## src/rtl/alc_pkg.sv

```systemverilog
package alc_pkg;
    typedef enum logic [1:0] {
        VERD_NONE  = 2'd0,
        VERD_GRANT = 2'd1,
        VERD_MISS  = 2'd2,
        VERD_VIOL  = 2'd3
    } verdict_e;
endpackage

```

## src/rtl/alc_judge.sv

```systemverilog
module alc_judge
    import alc_pkg::*;
#(
    parameter int ID_W = 4
) (
    input  logic            ent_vld,
    input  logic [ID_W-1:0] ent_prin,
    input  logic [ID_W-1:0] ent_cap,
    input  logic            ent_rd,
    input  logic            ent_wr,
    input  logic            req_on,
    input  logic            req_wr,
    input  logic [ID_W-1:0] req_prin,
    input  logic [ID_W-1:0] req_cap,
    output verdict_e        verdict
);
    logic tag_hit;
    logic perm_ok;

    always_comb begin
        tag_hit = ent_vld && (ent_prin == req_prin) && (ent_cap == req_cap);
        perm_ok = req_wr ? ent_wr : ent_rd;
        if (!req_on)       verdict = VERD_NONE;
        else if (!tag_hit) verdict = VERD_MISS;
        else if (perm_ok)  verdict = VERD_GRANT;
        else               verdict = VERD_VIOL;
    end
endmodule

```

## src/rtl/alc_top.sv

```systemverilog
module alc_top
    import alc_pkg::*;
#(
    parameter int ID_W  = 4,
    parameter int LINES = 4
) (
    input  logic                      clk,
    input  logic                      rst_n,
    input  logic                      acc_valid,
    input  logic                      acc_write,
    input  logic [ID_W-1:0]           acc_prin,
    input  logic [ID_W-1:0]           acc_cap,
    input  logic [$clog2(LINES)-1:0]  acc_line,
    output logic                      acc_stall,
    output logic                      res_valid,
    output logic                      res_grant,
    output logic                      res_miss,
    output logic                      res_viol,
    input  logic                      fill_valid,
    input  logic [ID_W-1:0]           fill_prin,
    input  logic [ID_W-1:0]           fill_cap,
    input  logic                      fill_rd,
    input  logic                      fill_wr,
    input  logic                      wb_req,
    input  logic [$clog2(LINES)-1:0]  wb_line,
    output logic                      wb_allow,
    output logic [LINES-1:0]          pass_bits
);
    localparam int ENTRIES = 1 << ID_W;
    localparam int LINE_W  = $clog2(LINES);

    typedef struct packed {
        logic [ENTRIES-1:0]           vld;
        logic [ENTRIES-1:0]           prm_rd;
        logic [ENTRIES-1:0]           prm_wr;
        logic [ENTRIES-1:0][ID_W-1:0] tag_p;
        logic [ENTRIES-1:0][ID_W-1:0] tag_c;
        logic [LINES-1:0]             pass;
        logic                         pend;
        logic                         pend_wr;
        logic [ID_W-1:0]              pend_p;
        logic [ID_W-1:0]              pend_c;
        logic [LINE_W-1:0]            pend_line;
    } state_t;

    state_t s_q, s_d;

    logic [ID_W-1:0] look_idx;
    logic [ID_W-1:0] fill_idx;
    logic            accept;
    verdict_e        verdict;

    assign look_idx = s_q.pend_p ^ s_q.pend_c;
    assign fill_idx = fill_prin ^ fill_cap;

    alc_judge #(.ID_W(ID_W)) u_judge (
        .ent_vld  (s_q.vld[look_idx]),
        .ent_prin (s_q.tag_p[look_idx]),
        .ent_cap  (s_q.tag_c[look_idx]),
        .ent_rd   (s_q.prm_rd[look_idx]),
        .ent_wr   (s_q.prm_wr[look_idx]),
        .req_on   (s_q.pend),
        .req_wr   (s_q.pend_wr),
        .req_prin (s_q.pend_p),
        .req_cap  (s_q.pend_c),
        .verdict  (verdict)
    );

    assign acc_stall = acc_valid && !acc_write && !s_q.pass[acc_line];
    assign accept    = acc_valid && !acc_stall;

    assign res_valid = s_q.pend;
    assign res_grant = (verdict == VERD_GRANT);
    assign res_miss  = (verdict == VERD_MISS);
    assign res_viol  = (verdict == VERD_VIOL);
    assign wb_allow  = wb_req && s_q.pass[wb_line];
    assign pass_bits = s_q.pass;

    always_comb begin
        s_d = s_q;
        // a granted store re-arms its line
        if (s_q.pend && s_q.pend_wr && verdict == VERD_GRANT)
            s_d.pass[s_q.pend_line] = 1'b1;
        // a newly accepted store clears its line; this overrides the re-arm
        if (accept && acc_write)
            s_d.pass[acc_line] = 1'b0;
        s_d.pend      = accept;
        s_d.pend_wr   = acc_write;
        s_d.pend_p    = acc_prin;
        s_d.pend_c    = acc_cap;
        s_d.pend_line = acc_line;
        if (fill_valid) begin
            s_d.vld[fill_idx]    = 1'b1;
            s_d.tag_p[fill_idx]  = fill_prin;
            s_d.tag_c[fill_idx]  = fill_cap;
            s_d.prm_rd[fill_idx] = fill_rd;
            s_d.prm_wr[fill_idx] = fill_wr;
        end
    end

    always_ff @(posedge clk) begin
        if (!rst_n) begin
            s_q      <= '0;
            s_q.pass <= '1;
        end else begin
            s_q <= s_d;
        end
    end
endmodule

```

## config.mk

```make
export PLATFORM = sky130hd
export DESIGN_NAME = alc_top
export DESIGN_NICKNAME = d
export VERILOG_FILES = /design/src/rtl/alc_pkg.sv /design/src/rtl/alc_judge.sv /design/src/rtl/alc_top.sv
export SDC_FILE = /design/constraint.sdc
export NUM_CORES = 1
export LEC_CHECK = 0
export ABC_AREA = 0
export BUFFER_PORTS_ARGS = -buffer_cell sky130_fd_sc_hd__buf_4
export CAP_MARGIN = 20
export CORE_ASPECT_RATIO = 1.25
export CORE_MARGIN = 10
export CORE_UTILIZATION = 65
export CTS_BUF_LIST = sky130_fd_sc_hd__clkbuf_8
export DETAILED_ROUTE_END_ITERATION = 12
export PLACE_DENSITY = 0.92
export SYNTH_ARGS = -nofsm -noshare
export SYNTH_HDL_FRONTEND = slang
export SYNTH_SLANG_ARGS = --single-unit
```

## constraint.sdc

```tcl
create_clock -name clk -period 10.9 [get_ports clk]
set_input_delay 2.725 -clock clk [delete_from_list [all_inputs] [get_ports clk]]
set_output_delay 2.725 -clock clk [all_outputs]
set_load 0.01 [all_outputs]
```

-- After elaboration in Yosys (flattened, before gate mapping)
Cells that the tools add are included.
- output and inout port bits: 10
- input bits: 28
- word-level logic and storage cells: 107
- register bits after elaboration: 192
- bitwise gates (word level): 6
- equality and inequality tests: 5
- mux-type cells: 32
- reduce and logical (&&, ||, !) cells: 15
- $lt $le $gt $ge: 8
- operators with widths (cell ; count):
    bitwise mux 64 bit ; 2
    binary-select mux 4 bit (select 4 bit) ; 2
    bitwise mux 16 bit ; 2
    two-way mux 4 bit ; 5
    demux 4 bit (select 4 bit) ; 1
    OR 16 bit ; 1
    binary-select mux 1 bit (select 4 bit) ; 3
    logical AND 1 bit ; 12
    less-than comparator 4 x 5 -> 1 bit, second input constant ; 2
    less-than comparator 2 x 3 -> 1 bit, second input constant ; 3
    two-way mux 1 bit ; 9
    equality test 4 bit ; 2
    bitwise XOR 4 bit ; 2
    two-way mux 2 bit ; 3
    AND 4 bit ; 1
    binary-select mux 1 bit (select 2 bit) ; 2
    demux 1 bit (select 2 bit) ; 2
    demux 1 bit (select 4 bit) ; 1
    equality test 2 bit, second input constant ; 2
    greater-or-equal comparator 2 x 1 -> 1 bit, second input constant ; 2
    greater-or-equal comparator 4 x 1 -> 1 bit, second input constant ; 1
    NOT 4 bit ; 1
    OR 4 bit ; 1
    zero test 1 bit ; 3
    equality test 2 x 1 -> 1 bit, second input constant ; 1

-- Longest topological paths before layout
Gate-level depths: netlist of run 1.
- depth after elaboration: 13
- mapped depth: 11
- mapped depth without buffers: 8

-- Cells and area by module
Synthesis of run 1 repeated with hierarchy kept, for this count alone.
- cell total of the unflattened synthesis: 966
- area total of the unflattened synthesis: 8552.0 um^2
- by module, submodules not included (module ; cells each ; area an instance (um^2) ; seq. area each (um^2) ; instances):
    alc_top ; 951 ; 8435.6 ; 3843.7 ; 1
    alc_judge ; 15 ; 116.4 ; 0.0 ; 1

-- Worst setup path after synthesis of run 1
No wires, ideal clock.
- path kind: input -> output
- start: input port acc_line[1]
- end: output port acc_stall
- stages on the path: 3
- buffers on the path: 1
- slack: 4632 ps
- required time: 8175 ps
- arrival: 3543 ps
- cell sequence: clkbuf_1 mux2_2 a21oi_1
- cells in the longest elaborated chain, start to end: 4
- ends and longest elaborated chain (element ; RTL line ; source):
    start, declared ; alc_top.sv:13 ; input logic [$clog2(LINES)-1:0] acc_line,
    binary-select mux 1 bit (select 2 bit) ; alc_top.sv:69 ; assign acc_stall = acc_valid && !acc_write && !s_q.pass[acc_line];
    two-way mux 1 bit (not written as such) ; alc_top.sv:69 ;
    zero test 1 bit ; alc_top.sv:69 ;
    logical AND 1 bit ; alc_top.sv:69 ;
    end, declared ; alc_top.sv:14 ; output logic acc_stall,
Every way passes these cells. The select of a mux whose other input is x is not followed.

-- Worst setup path after layout of run 1
- start: register s_q[2] (netlist bit)
- end: output port res_viol
- cells in the longest elaborated chain, start to end: 9
- elaborated cells on any way between the ends: 20
- those cells by class: eq/ne: 3; mux: 14; bitwise: 1; reduce/logical: 2
- ends and longest elaborated chain (element ; RTL line ; source):
    start, declared ; alc_top.sv:46 ; state_t s_q, s_d;
    bitwise XOR 4 bit ; alc_top.sv:53 ; assign look_idx = s_q.pend_p ^ s_q.pend_c;
    binary-select mux 4 bit (select 4 bit) ; alc_top.sv:58 ; .ent_prin (s_q.tag_p[look_idx]),
    two-way mux 4 bit (not written as such) ; alc_top.sv:58 ;
    equality test 4 bit ; alc_judge.sv:21 ; tag_hit = ent_vld && (ent_prin == req_prin) && (ent_cap == req_cap);
    logical AND 1 bit (2 in series) ; alc_judge.sv:21 ;
    two-way mux 2 bit (*) ; alc_judge.sv:24 ; else if (!tag_hit) verdict = VERD_MISS;
    two-way mux 2 bit (*) ; alc_judge.sv:23 ; if (!req_on) verdict = VERD_NONE;
    equality test 2 bit (*) ; alc_top.sv:75 ; assign res_viol = (verdict == VERD_VIOL);
    end, declared ; alc_top.sv:18 ; output logic res_viol,
Mark *: on every way between the ends. The rest lies on a longest branch, timed or not. The select of a mux whose other input is x is not followed.

==> results of run 1 <==
-- synth_stat cells --
cell type	number	area, um2
a2111oi_2	1	15.0
a211oi_1	2	15.0
a21boi_0	129	968
a21o_1	1	7.51
a21oi_1	26	130
a22oi_1	2	15.0
and2_0	1	6.26
and2_1	22	138
buf_2	7	35.0
buf_4	7	52.6
buf_6	1	11.3
clkbuf_1	49	184
dfxtp_1	192	3840
inv_1	4	15.0
mux2_2	2	22.5
mux2i_1	8	80.1
mux4_1	2	52.6
mux4_2	46	1040
nand2_1	279	1050
nand2b_1	3	18.8
nand3_1	12	60.1
nand4_1	2	12.5
nand4_2	1	12.5
nand4b_1	2	17.5
nor2_1	31	116
nor2b_1	3	18.8
nor3_1	5	25.0
nor4_1	1	6.26
nor4_4	1	21.3
nor4b_2	1	15.0
o21a_1	18	135
o21ai_0	33	165
o22ai_1	2	12.5
o311ai_1	3	26.3
o41ai_2	1	16.3
xnor2_1	7	61.3
xnor2_2	2	32.5
xor2_1	9	78.8
xor2_2	1	16.3
-- cells by family after synthesis --
| logic type | share of synthesized area [%] |
|---|---|
| AOI/OAI and AO/OA | 17.6 |
| xor gates and xnor gates | 2.21 |
| buffers and inverters | 3.49 |
| DFF | 45.0 |
| muxes | 13.9 |
| and+or+nand+nor | 17.7 |
-- routing by layer --
metal	track usage, %	vias to the layer above
met5	0	-
met4	17.8	0
met3	6.93	104
met2	41.4	425
met1	27.6	3351
li1	-	3152
-- critical path, stage by stage (launching register included) --
cell	delay, ps
dfxtp_1	380
xnor2_4	530
buf_4	530
mux4_1	610
o22ai_1	240
a21oi_1	100
xor2_1	190
a2111oi_2	260
nand4_2	290
nor4_1	310
buf_4	190
-- metrics by stage --
step / power, mW / worst slack, ps
CTS: 1.41 / 3990
finish: 1.41 / 4030
global placement: 0.892 / 4600
global route: 1.46 / 3720
detailed placement: 0.896 / 4520
floorplan: 0.852 / 4630
-- power by group --
part	switching, mW	internal, mW	leakage, nW
combinational	0.0925	0.0606	1.49
sequential	0.0122	0.718	1.55
clock	0.251	0.278	0.221
total	0.356	1.06	3.26
-- placed cells by master, fill, tap and decap left out, types with 4 or more instances in the layout --
| cell type | Yosys | final |
|---|---|---|
| o21a_1 | 18 | 18 |
| and2_1 | 22 | 22 |
| a21boi_0 | 129 | 129 |
| xnor2_1 | 7 | 6 |
| a21oi_1 | 26 | 26 |
| clkinvlp_4 | 0 | 4 |
| nor2_1 | 31 | 31 |
| nand2_1 | 279 | 279 |
| inv_1 | 4 | 4 |
| mux4_2 | 46 | 46 |
| mux2i_1 | 8 | 8 |
| bufinv_16 | 0 | 5 |
| dfxtp_1 | 192 | 192 |
| nand3_1 | 12 | 12 |
| clkbuf_8 | 0 | 18 |
| o21ai_0 | 33 | 33 |
| buf_4 | 7 | 43 |
| xor2_1 | 9 | 9 |
| nor3_1 | 5 | 5 |
-- sequential cells by signal, summed over array words and instances, names as in the netlist --
name,count
pass_bits,4
res_valid,1
s_q,187
-- final timing paths --
path              cells after the start                 endpoint             startpoint  slack (ps)
setup / recovery                     10                 res_viol      s_q[2]$_SDFF_PN0_        4030
hold reg to reg                       1    s_q[184]$_SDFFE_PN0P_  s_q[184]$_SDFFE_PN0P_         470
setup reg to reg                      9  pass_bits[0]$_SDFF_PN1_      s_q[2]$_SDFF_PN0_        7260
hold / removal                        1    s_q[184]$_SDFFE_PN0P_  s_q[184]$_SDFFE_PN0P_         470
-- final cells by class --
class / instances / area (um2) / area share (%)
multi-input combinational: 659 / 4420 / 47.7
inverter: 4 / 15.0 / 0.162
clock buffer: 18 / 248 / 2.67
tap: 168 / 210 / 2.27
timing repair buffer: 43 / 323 / 3.48
clock inverter: 14 / 213 / 2.29
sequential: 192 / 3840 / 41.5
==> results.md, run 1 <==
- Hold Slack: 468 ps
- Initial Utilization: 66.9%
- Detail Placement HPWL: 15000 um
- H-tree levels: 4
- CTS tree: built
- CTS Hold Bufs: 0
- Routed Antenna Nets: 0
- Skew final: 12.5 ps
- CP max FO: 31
- Avg Cell Area, Syn: 9.30 um2
- Final Hold Violating Endpoints: 0
- Die H: 148 um
- Detailed Route WL: 22400 um
- CORE AREA: 12800 um2
- Net count reported at finish: 945
- Die area: 18200 um2
- CP Launch Type: flop
- Synth Register Bits: 192
- Drt drc: 0
- Total Neg Setup Slack: 0 ps
- Max cap viols: 0
- Metal3 WL: 2080 um
- Routed metal-1 wire length: 8010 um
- Sequential share of the synthesized area: 45.0%
- # fillers: 883
- Max Root-Sink Buffers: 2
- Largest net degree at the start of global routing: 113
- Max VDD drop: 0.000115 V
- Die W: 123 um
- Drt wl/cell: 20.4 um
- Outcome: completed
- P_leak: 3.26 nW
- Pre-antenna DRT Iters: 6
- Non-filler cells, final: 1098
- CTS resizes: 0
- Dpl cell area: 8810 um2
- Setup Viol. Count Final: 0
- Unique masters post-synth: 39
- Gate Count Post-Synth: 919
- Power density over the cells: 152 nW/um2
- CTS Buf Count: 17
- Grt ovf: 0
- Row count: 46
- Layout Utilization: 72.6%
- Hold Crit Class: reg -> reg
- Cell Area, Synth: 8540 um2
- N_diodes: 0
- First-pass GRT wire length: 35900 um
- Total GRT Usage: 25.3%
- Via Count: 7032
- Max-slew violations: 0
- Syn_nets: 947
- Clk Latency, worst-skew pair: 490 ps
- Area grow syn2layout: 8.54%
- Yosys warnings: 0
- Layout cells sized above 1: 14.2%
- Tightest Pin Transition: 1040 ps
- Critical path class: reg -> out
- Worst slew margin: 30.4%
- Clk slew on worst S/H paths: 90 ps
- Vias in the first global route: 7111
- Max Fclk: 145 MHz
- Clock sinks: 192
- Req. time, crit path: 8180 ps
- Number of setup buffers added after CTS: 0
- RePlAce Congestion: 0.994
- Final worst path period need: 6870 ps
- Met2 WL: 10900 um
- Crit. End Element: output port
- Initial antenna violation count: 0
- Port bufs: 37
- Clk root buf: clkbuf_8
- Unrepaired setup endpoints after global routing: no
- Placed insts: 1066
- Initial drt markers: 982
- Vias per std cell: 6.40
- CP arrival: 4150 ps
- Design area: 9270 um2
- I/O Pins: 38
- DR top layer: met4
- Period Utilization, post-route: 63.1%
No activity file was read; power rests on OpenSTA's default activity.
==> inputs of run 2 (changes only) <==
CORE_UTILIZATION = 64   (was 65)
PLACE_DENSITY = 0.9   (was 0.92)
clock period = 6.5 ns   (was 10.9 ns; I/O delays follow)
==> run 2 against run 1 <==
Final area is 0.90% lower. Clock power rose by 33%. Final cell count rose by 0.46%. Combinational power is 67% higher.
==> results.md, run 2 (synthesis gave the netlist of run 1 again) <==
- Most frequent cells in the layout: 279 x nand2_1, 192 x dfxtp_1, 129 x a21boi_0, 46 x mux4_2, 45 x buf_4
- Drt drc: 0
- Power density over the cells: 238 nW/um2
- Final worst path period need: 5460 ps
- Largest register by flop count: s_q
- # fillers: 983
- Skew final: 7.60 ps
- Crit-path slowest cell: mux4_2
- CORE AREA: 13200 um2
- Die area: 18400 um2
- Req. time, crit path: 4880 ps
- Vias per std cell: 6.25
- Setup WS post-layout: 1040 ps
- Drt wl/cell: 20.5 um
- First-pass GRT wire length: 35500 um
- Max Root-Sink Buffers: 2
- Tightest Pin Transition: 1130 ps
- Vias in the first global route: 6763
- CP delay by family, top: multiplexers
- Number of setup buffers added after CTS: 0
- Period Utilization, post-route: 84.0%
- CP Launch Type: flop
- Clock sinks: 192
- Clock power share: 32.3%
- Initial antenna violation count: 0
- Max Fclk: 183 MHz
- Critical path class: reg -> out
- Design area: 9190 um2
- CP arrival: 3830 ps
- Crit-path cells: xnor2_4 -> buf_4 -> mux4_2 -> mux2i_1 -> mux2i_1 -> a2111oi_2 -> nand4_2 -> nor4b_2 -> buf_4
- Dpl cell area: 8830 um2
- Net Sw Frac: 26.0%
- Detailed Route WL: 22600 um
- CP max FO: 23
- Crit. End Element: output port
- Combinational Power Share: 11.7%
- CTS tree: built
- Total Neg Setup Slack: 0 ps
- Power, Total: 2.19 mW
- Area grow syn2layout: 7.56%
- Row count: 47
- P_sw: 0.569 mW
- Max reg flops: 187
- Total GRT Usage: 25.0%
- Hold Crit Class: reg -> reg
- Max-slew violations: 0
- H-tree levels: 4
- CTS resizes: 0
- Routed Antenna Nets: 0
- RePlAce Congestion: 0.965
- Clk root buf: clkbuf_8
- N_diodes: 0
- Worst slew margin: 24.5%
- Layout Utilization: 69.8%
- Outcome: completed
- I/O Pins: 38
- Setup Viol. Count Final: 0
- Layout cells sized above 1: 13.6%
- Worst Setup Slack post-DPL: 1550 ps
- CP bufs+invs: 2
- CTS Hold Bufs: 0
- Max cap viols: 0
- Initial Utilization: 64.9%
- Initial drt markers: 839
- Max VDD drop: 0.000120 V
- Detail Placement HPWL: 15600 um
- Int Power: 1.62 mW
- Unrepaired setup endpoints after global routing: no
- Commonest non-fill, non-tap cell in the layout: nand2_1
- Final Hold Violating Endpoints: 0
- Worst path max stage delay: 580 ps
- Grt ovf: 0
- CTS Buf Count: 17
- Port bufs: 37
- Die H: 149 um
- Clk slew on worst S/H paths: 90 ps
- Sequential share of power: 56.0%
- Largest net degree at the start of global routing: 112
- Via Count: 6899
- Die W: 123 um
- Net count reported at finish: 948
- P_leak: 3.26 nW
- Pre-antenna DRT Iters: 6
- Clk Latency, worst-skew pair: 490 ps
==> run 2: final timing paths <==
| kind | from | to | slack (ps) | depth (start not counted) |
|---|---|---|---|---|
| setup reg to reg | s_q[2]$_SDFF_PN0_ | pass_bits[0]$_SDFF_PN1_ | 3170 | 8 |
| hold / removal | s_q[105]$_SDFFE_PN0P_ | s_q[105]$_SDFFE_PN0P_ | 460 | 2 |
| setup / recovery | s_q[2]$_SDFF_PN0_ | res_grant | 1040 | 9 |
| hold reg to reg | s_q[105]$_SDFFE_PN0P_ | s_q[105]$_SDFFE_PN0P_ | 460 | 2 |
==> run 2: worst reg2reg max path: cells and delay by family, from the launching register on <==
kind	cells	cell delay [ps]
AND/OR/NAND/NOR	1	300
buffers and inverters	1	450
AO/OA/AOI/OAI	2	790
flip-flops	1	380
multiplexers	3	870
XOR/XNOR	1	450
==> run 2: power groups by stage <==
stage               sequential [mW]  combinational [mW]  clock (mW)
floorplan                      1.24               0.186           0
global route                   1.23               0.276       0.751
CTS                            1.22               0.252       0.710
finish                         1.23               0.256       0.706
global placement               1.25               0.245           0
detailed placement             1.25               0.251           0
==> run 2: metrics by stage <==
stage               hold WS [ps]  cells
CTS                          466   1102
detailed placement           452   1071
floorplan                    435    919
finish                       464   1103
global route                 480   1103
global placement             442   1071
==> run 2: metal layers <==
layer  wire, um  GRT usage, %  vias to the layer above  share of wire (%)
met5          0             0                        -                  0
met4       1390          16.5                        0                6.2
met3       2100          5.95                      121                9.3
met2      11000          40.4                      398                 49
met1       8100          28.7                     3227                 36
li1           -             -                     3153                  -
==> run 2: final cells by class <==
class                      instances  area, um2  share of cell area, %
clock buffer                      19        262                   2.85
clock inverter                    12       82.6                  0.899
inverter                           4       15.0                  0.163
multi-input combinational        659       4420                   48.1
sequential                       192       3840                   41.8
tap                              171        214                   2.33
timing repair buffer              46        352                   3.83
